### src/rtl/syn_dle_detect.sv
module syn_dle_detect #(
  parameter int W = 8
) (
  input  logic         clk,
  input  logic         rst_n,
  input  logic         rx_en,
  input  logic         mode_dbl,
  input  logic         mode_transp,
  input  logic         par_en,
  input  logic [W-1:0] syn1_val,
  input  logic [W-1:0] syn2_val,
  input  logic [W-1:0] dle_val,
  input  logic         byte_vld,
  input  logic [W-1:0] byte_in,
  input  logic         stat_rd,
  input  logic         err_clr,
  output logic         sync_flag,
  output logic         dle_flag,
  output logic         synced
);

  typedef enum logic [1:0] {ST_HUNT, ST_SEEN1, ST_SYNC} st_t;

  st_t  st, st_n;
  logic last1, lastd;

  wire m1 = byte_in == syn1_val;
  wire m2 = byte_in == syn2_val;
  wire md = byte_in == dle_val;

  wire init_hit = mode_dbl ? (last1 && m2) : m1;
  wire set_sync = byte_vld && ((mode_transp && st == ST_SYNC) ? (lastd && m1) : init_hit);
  wire set_dle  = byte_vld && mode_transp && !par_en && lastd && !m2 && !md;

  always_comb begin
    st_n = st;
    if (byte_vld && st != ST_SYNC) begin
      if (init_hit)          st_n = ST_SYNC;
      else if (mode_dbl && m1) st_n = ST_SEEN1;
      else                   st_n = ST_HUNT;
    end
  end

  always_ff @(posedge clk or negedge rst_n) begin
    if (!rst_n) begin
      st <= ST_HUNT;
      last1 <= 1'b0;
      lastd <= 1'b0;
      sync_flag <= 1'b0;
      dle_flag <= 1'b0;
    end else if (!rx_en) begin
      st <= ST_HUNT;
      last1 <= 1'b0;
      lastd <= 1'b0;
      sync_flag <= 1'b0;
      dle_flag <= 1'b0;
    end else begin
      st <= st_n;
      if (byte_vld) begin
        last1 <= m1;
        lastd <= md && !lastd;
      end
      if (set_sync)     sync_flag <= 1'b1;
      else if (stat_rd) sync_flag <= 1'b0;
      if (set_dle)                   dle_flag <= 1'b1;
      else if (byte_vld || err_clr)  dle_flag <= 1'b0;
    end
  end

  assign synced = st == ST_SYNC;

endmodule

### config.mk
export PLATFORM = sky130hd
export DESIGN_NAME = syn_dle_detect
export DESIGN_NICKNAME = d
export VERILOG_FILES = /design/src/rtl/syn_dle_detect.sv
export SDC_FILE = /design/constraint.sdc
export NUM_CORES = 1
export LEC_CHECK = 0
export BUFFER_PORTS_ARGS = -buffer_cell sky130_fd_sc_hd__buf_2
export CAP_MARGIN = 20
export CORE_MARGIN = 2
export CORE_UTILIZATION = 40
export CTS_BUF_LIST = sky130_fd_sc_hd__clkbuf_4
export DETAILED_ROUTE_END_ITERATION = 7
export GPL_TIMING_DRIVEN = 1
export PLACE_DENSITY = 0.91
export SYNTH_ARGS = -nofsm -noshare
export SYNTH_HDL_FRONTEND = slang
export SYNTH_SLANG_ARGS = --single-unit
### constraint.sdc
create_clock -name clk -period 1.6 [get_ports clk]
set_input_delay 0.32 -clock clk [delete_from_list [all_inputs] [get_ports clk]]
set_output_delay 0.32 -clock clk [all_outputs]
set_load 0.01 [all_outputs]
==> impl_results.md, run 1 <==
* Required @ worst endpoint at 1.73 ns
* WHS Endpoint: dle_flag
* Clock transition at path regs at 0.04 ns
* Mean routed wirelength per cell at 11.67 um
* PwrDens at 510.5 mW/mm2
* Synthesized cell area at 593.1 um2
* Vias in the first global route at 671
* CORE AREA at 0.001350 mm2
* CTS root buf: clkbuf_4
* WS Path Type: primary input to flop
* Total number of H-tree levels at 1
* Max Fclk at 0.6949 GHz
* Layout cells sized above 1 at 41.23%
* Synth async-reset ratio at 100.0%
* Psw at 0.0001204 W
* Via density at 5.109
* Largest cells by area after synthesis: dfrtp_1 (25%), xnor2_1 (24%), xor2_1 (12%)
* Worst flop-to-flop path startpoint: st[0]
* Post-DRT Antenna Nets at 0
* Kind of end point of the critical path: flop
* Setup Skew at 0.00006273 ns
* Tmin final at 1.439 ns
* Yosys top cell area share at 25.32%
* Hold path cells at 3
* Combinational power share at 33.4%
* Nets@finish at 157
* Slew @ Worst Pin at 0.4019 ns
* Max transition margin at 72.96%
* Max rail drop VDD at 0.2459 mV
* Tot Pwr at 0.0004407 W
* GRT Util Overall at 17.83%
* WHS at 0.3229 ns
* Std cell rows at 13
* CTS sink cnt at 6
* Power Internal at 0.0003204 W
* Die Ht at 42.51 um
* RSZ-0062 raised after global routing: no
* Top-count cell post-synth: xnor2_1
* R2R Path End: st[0]
* CTS Buf Count at 3
* Sw Share at 27.31%
* DR iter-0 viols at 7
* Die area at 0.001807 mm2
* Worst min path class: primary input to flop
* Post-Route WL at 1.506 mm
* Initial antenna violation count at 0
* Hpwl dp at 1.332 mm
* Clock share of power at 31.5%
* Ys flop type: dfrtp_1
* Top cells by count, synth: xnor2_1 (16), xor2_1 (8), dfrtp_1 (6), nand4_1 (6), nor2b_1 (5)
* Syn avg cell area at 8.852 um2
* Unique cell type count in the Yosys netlist at 24
* Cells after synthesis at 67
* Final setup vio count at 0
* First-pass GRT wire length at 2.490 mm
* Die width at 42.51 um
* Beginning of the worst hold path: par_en
* CTS resizes at 0
* ANT cells at 0
* DRC violations left at 0
* Worst-path fanout max at 3
* GR Overflow Total at 0
* Placer Congestion at 0.7714
* TNS Setup at 0 ns
* CTS tree: built
* Sequential share of power at 35.1%
* Starting Density at 43.93%
* Port-buffer cells at 43
* Clk buf depth at 2
* Register-to-Register Path Depth at 4
* Synthesized flop and latch total at 6
* Critical Path Source Type: primary input
* Tcrit/Tclk final at 89.94%
* Layout area overhead at 45.57%
* TritonRoute pass-1 iters at 4
* Worst-Skew Late Latency at 0.24 ns
* Syn nets at 108
* Via count at 659
* Final hold violations at 0
* R2r setup slk at 0.48 ns
* Leak Pwr at 0.3972 nW
* Ports at 44
* Yosys Warn Count at 0
* Critical Path AT at 1.57 ns
* Outcome: finished, final reports clean
* Seq/Total Area, Yosys at 25.32%
* Max-capacitance violation count at 0
* Largest area contributor in the netlist: dfrtp_1
* Max Slew Vio Count at 0
* EDFF count, synth at 0
* Largest net degree at the start of global routing at 10
[per-layer routing]
layer	wire length, um	global-route usage (%)	share of wire (%)	vias up
met4	0	9.375	0	0
met5	0	0	0	-
li1	-	-	-	334
met1	653	21.24	43	284
met3	145	3.448	9.6	0
met2	708	29.85	47	41
[logic make-up (layout without fill, tap and decap cells)]
| group | after synthesis | count (layout) | share of synthesized area (%) |
|---|---|---|---|
| buffers and inverters | 2 | 49 | 1.265 |
| XOR/XNOR | 24 | 24 | 35.44 |
| multiplexers | 1 | 1 | 1.688 |
| flip-flops | 6 | 6 | 25.32 |
| AO/OA/AOI/OAI | 8 | 8 | 9.705 |
| AND/OR/NAND/NOR | 26 | 26 | 26.58 |
[flip-flops by register name, indices dropped and copies added (netlist names)]
| name | flops |
|---|---|
| dle_flag | 1 |
| last1 | 1 |
| st | 2 |
| lastd | 1 |
| sync_flag | 1 |
[power by group through the flow]
| stage | sequential (W) | clock (W) | combinational (W) |
|---|---|---|---|
| final | 0.000155 | 0.000139 | 0.000147 |
| after detailed placement | 0.000157 | 0 | 0.000147 |
| after floorplan | 0.000157 | 0 | 0.0000658 |
| after global placement | 0.000157 | 0 | 0.000142 |
| after CTS | 0.000155 | 0.000146 | 0.000149 |
| after global routing | 0.000155 | 0.000150 | 0.000163 |
[timing repair]
item | in CTS | in global routing
buffers inserted | 0 | 0
hold endpoints to repair | 6 | 0
hold buffers | 1 | 0
[metrics by stage]
step / std cells / utilization (%) / area (um2) / worst slack (ns)
2_1_floorplan: 67 / - / 593.1 / 0.2577
3_3_place_gp: 125 / 61.54 / 830.8 / 0.04391
3_5_place_dp: 125 / 61.54 / 830.8 / -0.05249
4_1_cts: 129 / 63.95 / 863.3 / 0.1977
5_1_grt: 129 / 63.95 / 863.3 / 0.1166
6_report: 129 / 63.95 / 863.3 / 0.1610
[area by class of cell]
cell class,count,area (um2)
sequential,6,150.1
inverter,1,3.754
tap,15,18.77
clock buffer,3,22.52
multi-input combinational,59,435.4
timing repair buffer,45,232.7
fill,122,486.7
[cells in the final DEF (no fill, tap or decap), types with 2 or more instances in the layout]
master	Yosys	final
o21ai_0	2	2
a31oi_1	2	2
nor2b_1	5	5
nand2_1	3	3
clkbuf_4	0	3
nand3b_1	2	2
nand4_1	6	6
buf_2	0	43
xor2_1	8	8
nor4_1	2	2
dfrtp_1	6	6
nor2_1	2	2
xnor2_1	16	16
[worst max-delay path by stage]
| stage | start | end | slack (ns) | cells after the start |
|---|---|---|---|---|
| floorplan | byte_in[5] | st[0] | 0.26 | 5 |
| global placement | byte_in[4] | st[0] | 0.04 | 6 |
| detailed placement | byte_in[3] | st[0] | -0.05 | 6 |
| CTS | byte_in[3] | st[0] | 0.20 | 6 |
| global route | byte_in[3] | st[0] | 0.12 | 6 |
| finish | byte_in[3] | st[0] | 0.16 | 6 |
[worst max-delay path, cell delays in order]
cell and delay (ns):
buf_2 0.12, xor2_1 0.16, nor4_1 0.41, nand2_1 0.11, o2111a_1 0.26, o21a_1 0.18
Power figures use the tool's default switching activity.
==> run 2, diff against run 1 <==
--- a/config.mk
+++ b/config.mk
@@ -8,11 +8,11 @@
 export BUFFER_PORTS_ARGS = -buffer_cell sky130_fd_sc_hd__buf_2
 export CAP_MARGIN = 20
 export CORE_MARGIN = 2
-export CORE_UTILIZATION = 40
+export CORE_UTILIZATION = 37
 export CTS_BUF_LIST = sky130_fd_sc_hd__clkbuf_4
 export DETAILED_ROUTE_END_ITERATION = 7
 export GPL_TIMING_DRIVEN = 1
-export PLACE_DENSITY = 0.91
+export PLACE_DENSITY = 0.89
 export SYNTH_ARGS = -nofsm -noshare
 export SYNTH_HDL_FRONTEND = slang
 export SYNTH_SLANG_ARGS = --single-unit
==> constraint.sdc (replaced) <==
create_clock -name clk -period 1.3 [get_ports clk]
set_input_delay 0.26 -clock clk [delete_from_list [all_inputs] [get_ports clk]]
set_output_delay 0.26 -clock clk [all_outputs]
set_load 0.01 [all_outputs]
==> run 2 against run 1 <==
Sequential power up 23%. Die area up 7.3%. Largest cell class unchanged. Global-route usage down 0.36 points. Final area up 9.3%. Highest routed layer is now met4.
==> impl_results.md, run 2 (synthesized netlist as in run 1, its figures left out) <==
* DRC violations left at 0
* Critical Path Source Type: primary input
* Port-buffer cells at 43
* Clk buf depth at 2
* Critical Path AT at 1.39 ns
* Tmin final at 1.253 ns
* Via density at 5.122
* Via count at 712
* Die area at 0.001939 mm2
* WHS at 0.2530 ns
* CTS sink cnt at 6
* Slowest CP cell: nor4_1
* Worst-path fanout max at 2
* CTS root buf: clkbuf_4
* Hpwl dp at 1.303 mm
* First-pass GRT wire length at 2.532 mm
* Die Ht at 44.04 um
* Slew @ Worst Pin at 0.2594 ns
* CTS Buf Count at 3
* RSZ-0062 raised after global routing: no
* Worst setup margin at 0.04701 ns
* Tcrit/Tclk final at 96.38%
* Die width at 44.04 um
* Setup Skew at 0.006144 ns
* Clock transition at path regs at 0.05 ns
* DP Worst Slack at -0.2490 ns
* Outcome: finished, final reports clean
* Total number of H-tree levels at 1
* Max Fclk at 0.7981 GHz
* DR iter-0 viols at 12
* Max-capacitance violation count at 0
* Worst path cell trace: buf_2, xor2_1, nor4_1, buf_4, nand2_1, o2111a_1, o21a_1
* CORE AREA at 0.001506 mm2
* TritonRoute pass-1 iters at 4
* Worst min path class: primary input to flop
* Fillers at 121
* Vias in the first global route at 661
* Max reg flops at 2
* WHS Endpoint: dle_flag
* DP Cell Count at 135
* GRT Util Overall at 17.47%
* CTS tree: built
* R2r setup slk at 0.22 ns
* Starting Density at 39.37%
* Register-to-Register Path Depth at 4
* Max Slew Vio Count at 0
* Leak Pwr at 0.4417 nW
* WS Path Type: primary input to flop
* Most common cell after layout, fill and taps aside: buf_2
* Final hold violations at 0
* Max rail drop VDD at 0.3185 mV
* PwrDens at 607.6 mW/mm2
* Largest net degree at the start of global routing at 10
* Ports at 44
* ANT cells at 0
* Hold path cells at 3
* Worst flop-to-flop path startpoint: st[1]
* Beginning of the worst hold path: par_en
* Std cell rows at 14
* Crit path largest cell delay at 0.27 ns
* Max transition margin at 82.56%
* Nets@finish at 166
* Final setup vio count at 0
* R2R Path End: st[0]
* Kind of end point of the critical path: flop
* Required @ worst endpoint at 1.43 ns
* Placer Congestion at 0.8810
* Worst-Skew Late Latency at 0.25 ns
* Post-Route WL at 1.528 mm
* GR Overflow Total at 0
* Final non-filler cell total at 139
* Layout area overhead at 59.07%
* Biggest register: st
* Mean routed wirelength per cell at 10.99 um
* Most frequent cells in the layout: buf_2 (43), xnor2_1 (16), buf_4 (10), xor2_1 (8)
* Initial antenna violation count at 0
* Layout cells sized above 1 at 47.97%
* Post-DRT Antenna Nets at 0
## run 2: final cells by class
cell class              count  area [um2]  share of cell area (%)
clock buffers               3       22.52                   2.387
flip-flops and latches      6       150.1                   15.92
well taps                  16       20.02                   2.122
multi-input cells          59       446.7                   47.35
inverters                   1       3.754                  0.3979
repair buffers             54       300.3                   31.83
## run 2: stage by stage
step / total power [W] / instance area, um2 / utilization [%] / setup TNS, ns
6_report: 0.0005732 / 943.4 / 62.62 / 0
5_1_grt: 0.0006109 / 943.4 / 62.62 / 0
3_3_place_gp: 0.0003883 / 899.6 / 59.72 / -0.7994
4_1_cts: 0.0005777 / 932.1 / 61.88 / 0
2_1_floorplan: 0.0002739 / 593.1 / - / 0
3_5_place_dp: 0.0003921 / 899.6 / 59.72 / -0.9202
## run 2: worst max path at each step
stage	startpoint	endpoint	slack [ns]
2_1_floorplan	byte_in[5]	st[0]	0.02
3_3_place_gp	byte_in[5]	st[0]	-0.25
3_5_place_dp	byte_in[5]	st[0]	-0.25
4_1_cts	byte_in[5]	st[0]	0.008
5_1_grt	byte_in[3]	st[0]	0.005
6_report	byte_in[3]	st[0]	0.05
## run 2: what timing repair did
| action | CTS | global route |
|---|---|---|
| setup buffers | 0 | 0 |
| hold endpoints to repair | 6 | 0 |
| hold buffers | 1 | 0 |
| setup endpoints to repair | 0 | 4 |
| gates resized for setup | 0 | 3 |
## run 2: layer usage
layer	track usage, %	share of wire [%]	vias to the layer above	routed length [um]
met2	27.94	44	44	677
met5	0	0	-	0
met3	3.265	10	8	155
li1	-	-	357	-
met4	12.12	3.9	0	59
met1	21.07	42	303	635
## run 2: power breakdown
group | switching, W | internal [W] | total (W)
sequential | 0.00000116 | 0.000189 | 0.000191
clock | 0.0000732 | 0.000105 | 0.000178
combinational | 0.0000859 | 0.000119 | 0.000205
total | 0.000160 | 0.000413 | 0.000573
## run 2: worst max-delay path: cells and delay by family
family / cells / cell delay (ns)
AO/OA/AOI/OAI: 2 / 0.41
XOR/XNOR: 1 / 0.15
buffers and inverters: 2 / 0.26
AND/OR/NAND/NOR: 2 / 0.31
==> run 3, diff against run 2 <==
==> config.mk (replaced) <==
export PLATFORM = sky130hd
export DESIGN_NAME = syn_dle_detect
export DESIGN_NICKNAME = d
export VERILOG_FILES = /design/src/rtl/syn_dle_detect.sv
export SDC_FILE = /design/constraint.sdc
export NUM_CORES = 1
export LEC_CHECK = 0
export CAP_MARGIN = 20
export CORE_MARGIN = 2
export CORE_UTILIZATION = 40
export CTS_BUF_LIST = sky130_fd_sc_hd__clkbuf_4
export DETAILED_ROUTE_END_ITERATION = 7
export DONT_BUFFER_PORTS = 1
export GPL_TIMING_DRIVEN = 1
export PLACE_DENSITY = 0.67
export SYNTH_ARGS = -nofsm -noshare
export SYNTH_HDL_FRONTEND = slang
export SYNTH_SLANG_ARGS = --single-unit
==> run 3 against run 2 <==
Critical endpoint is now synced. First-iteration DRC count shrank 83%. Critical path type is now flop to primary output. Power shrank 19%. Non-clock buffer count shrank 52. Critical path depth shrank 5. Utilization shrank 15 points. Combinational power shrank 53%. Clock power is essentially flat. Clock-buffer cell count is the same. Global-route usage shrank 0.67 points. Register-to-register slack is essentially flat. Clock skew shrank 0.0019 ns. Highest routed layer unchanged.
==> impl_results.md, run 3 (synthesized netlist as in run 1, its figures left out) <==
* Outcome: finished, final reports clean
* Largest net degree at the start of global routing at 10
* RSZ-0062 raised after global routing: no
* Biggest register: st
* Post-Route WL at 1.370 mm
* Power Internal at 0.0003540 W
* Worst flop-to-flop path startpoint: st[1]
* CTS Buf Count at 3
* WHS Endpoint: st[0]
* Die Ht at 42.51 um
* R2r setup slk at 0.22 ns
* Max transition margin at 74.82%
* Worst-Skew Late Latency at 0.25 ns
* Setup Skew at 0.004265 ns
* Most frequent cells in the layout: xnor2_1 (16), xor2_1 (8), nand4_1 (6), dfrtp_1 (6), nor2b_1 (5)
* Worst min path class: primary input to flop
* Placer Congestion at 0.7345
* CTS sink cnt at 6
* Ports at 44
* ANT cells at 0
* Vias in the first global route at 547
* WS Path Type: flop to primary output
* Die width at 42.51 um
* Layout area overhead at 9.283%
* Combinational power share at 20.7%
* Total number of H-tree levels at 1
* Via count at 527
* Initial antenna violation count at 0
* Psw at 0.0001117 W
* DRC violations left at 0
* CORE AREA at 0.001350 mm2
* Most common cell after layout, fill and taps aside: xnor2_1
* Tmin final at 1.191 ns
* Clock transition at path regs at 0.05 ns
* Hold path cells at 1
* Sequential share of power at 40.9%
* Max Fclk at 0.8399 GHz
* Critical Path Source Type: flop
* Required @ worst endpoint at 1.04 ns
* Port-buffer cells at 0
* Post-DRT Antenna Nets at 0
* Post-DP Area at 615.6 um2
* First-pass GRT wire length at 2.242 mm
* Tcrit/Tclk final at 91.59%
* TNS Setup at 0 ns
* Mean routed wirelength per cell at 15.93 um
* CTS root buf: clkbuf_4
* Max-capacitance violation count at 0
* Sw Share at 23.99%
* CTS tree: built
* Beginning of the worst hold path: rx_en
* Starting Density at 43.93%
* Register-to-Register Path Depth at 5
* Hpwl dp at 1.129 mm
* Nets@finish at 114
* Die area at 0.001807 mm2
* Std cell rows at 13
* Clk buf depth at 2
* Critical Path AT at 0.93 ns
* TritonRoute pass-1 iters at 4
* Max Slew Vio Count at 0
* Slew @ Worst Pin at 0.3743 ns
* Clock share of power at 38.5%
* GRT Util Overall at 16.80%
* Max reg flops at 2
* Final hold violations at 0
* Post-route cell area at 648.1 um2
* Post-CTS setup buffers at 0
* GR Overflow Total at 0
* Layout cells sized above 1 at 5.634%
* Final setup vio count at 0
* DR iter-0 viols at 2
* WHS at 0.1241 ns
* Kind of end point of the critical path: primary output
* Via density at 6.128
* Worst-path fanout max at 3
* Leak Pwr at 0.2240 nW
* R2R Path End: sync_flag
* PwrDens at 718.5 mW/mm2
* Max rail drop VDD at 0.3273 mV
run 3: cell count changes in the layout (fill, tap and decap cells not counted), sizes merged:
cell | before | now
buf | 53 | 1
run 3: power by group through the flow:
stage / Sequential (W) / Clock, W / Combinational, W
after floorplan: 0.000193 / 0 / 0.0000810
after global placement: 0.000193 / 0 / 0.0000895
after detailed placement: 0.000193 / 0 / 0.0000909
after CTS: 0.000190 / 0.000185 / 0.0000976
after global routing: 0.000190 / 0.000187 / 0.000109
final: 0.000190 / 0.000179 / 0.0000962
run 3: through the flow:
step	util, %	std cells	worst slack (ns)	power, W
2_1_floorplan	-	67	0.01767	0.0002739
5_1_grt	48.01	86	0.03676	0.0004862
4_1_cts	48.01	86	0.1088	0.0004728
6_report	48.01	86	0.1093	0.0004657
3_3_place_gp	45.60	82	-0.08525	0.0002827
3_5_place_dp	45.60	82	-0.1468	0.0002841
run 3: layout make-up:
cell class              instances  area (um2)
repair buffers                  2       17.52
well taps                      15       18.77
flip-flops and latches          6       150.1
clock buffers                   3       22.52
inverters                       1       3.754
fillers                       140       701.9
multi-input cells              59       435.4
run 3: routing by layer:
metal	part of all wire, %	global-route usage [%]	wire, um
met5	0	0	0
met4	3.9	12.50	53
met3	10	3.017	139
met2	48	27.08	657
met1	38	19.53	519
run 3: repair_timing:
action                    in CTS  in global routing
resized for setup              0                  0
hold endpoints to repair       6                  0
hold buffers                   1                  0
run 3: worst max path at each step:
stage	from	to	slack, ns	cells past startpoint
detailed placement	byte_in[5]	st[0]	-0.15	5
CTS	st[0]	synced	0.11	2
global route	st[0]	synced	0.04	2
finish	st[0]	synced	0.11	2
global placement	byte_in[5]	st[0]	-0.09	5
floorplan	byte_in[5]	st[0]	0.02	5
run 3: critical path, stage by stage, from the launching register on:
cell     delay (ns)
dfrtp_1        0.37
nor2b_1        0.15
buf_4          0.16
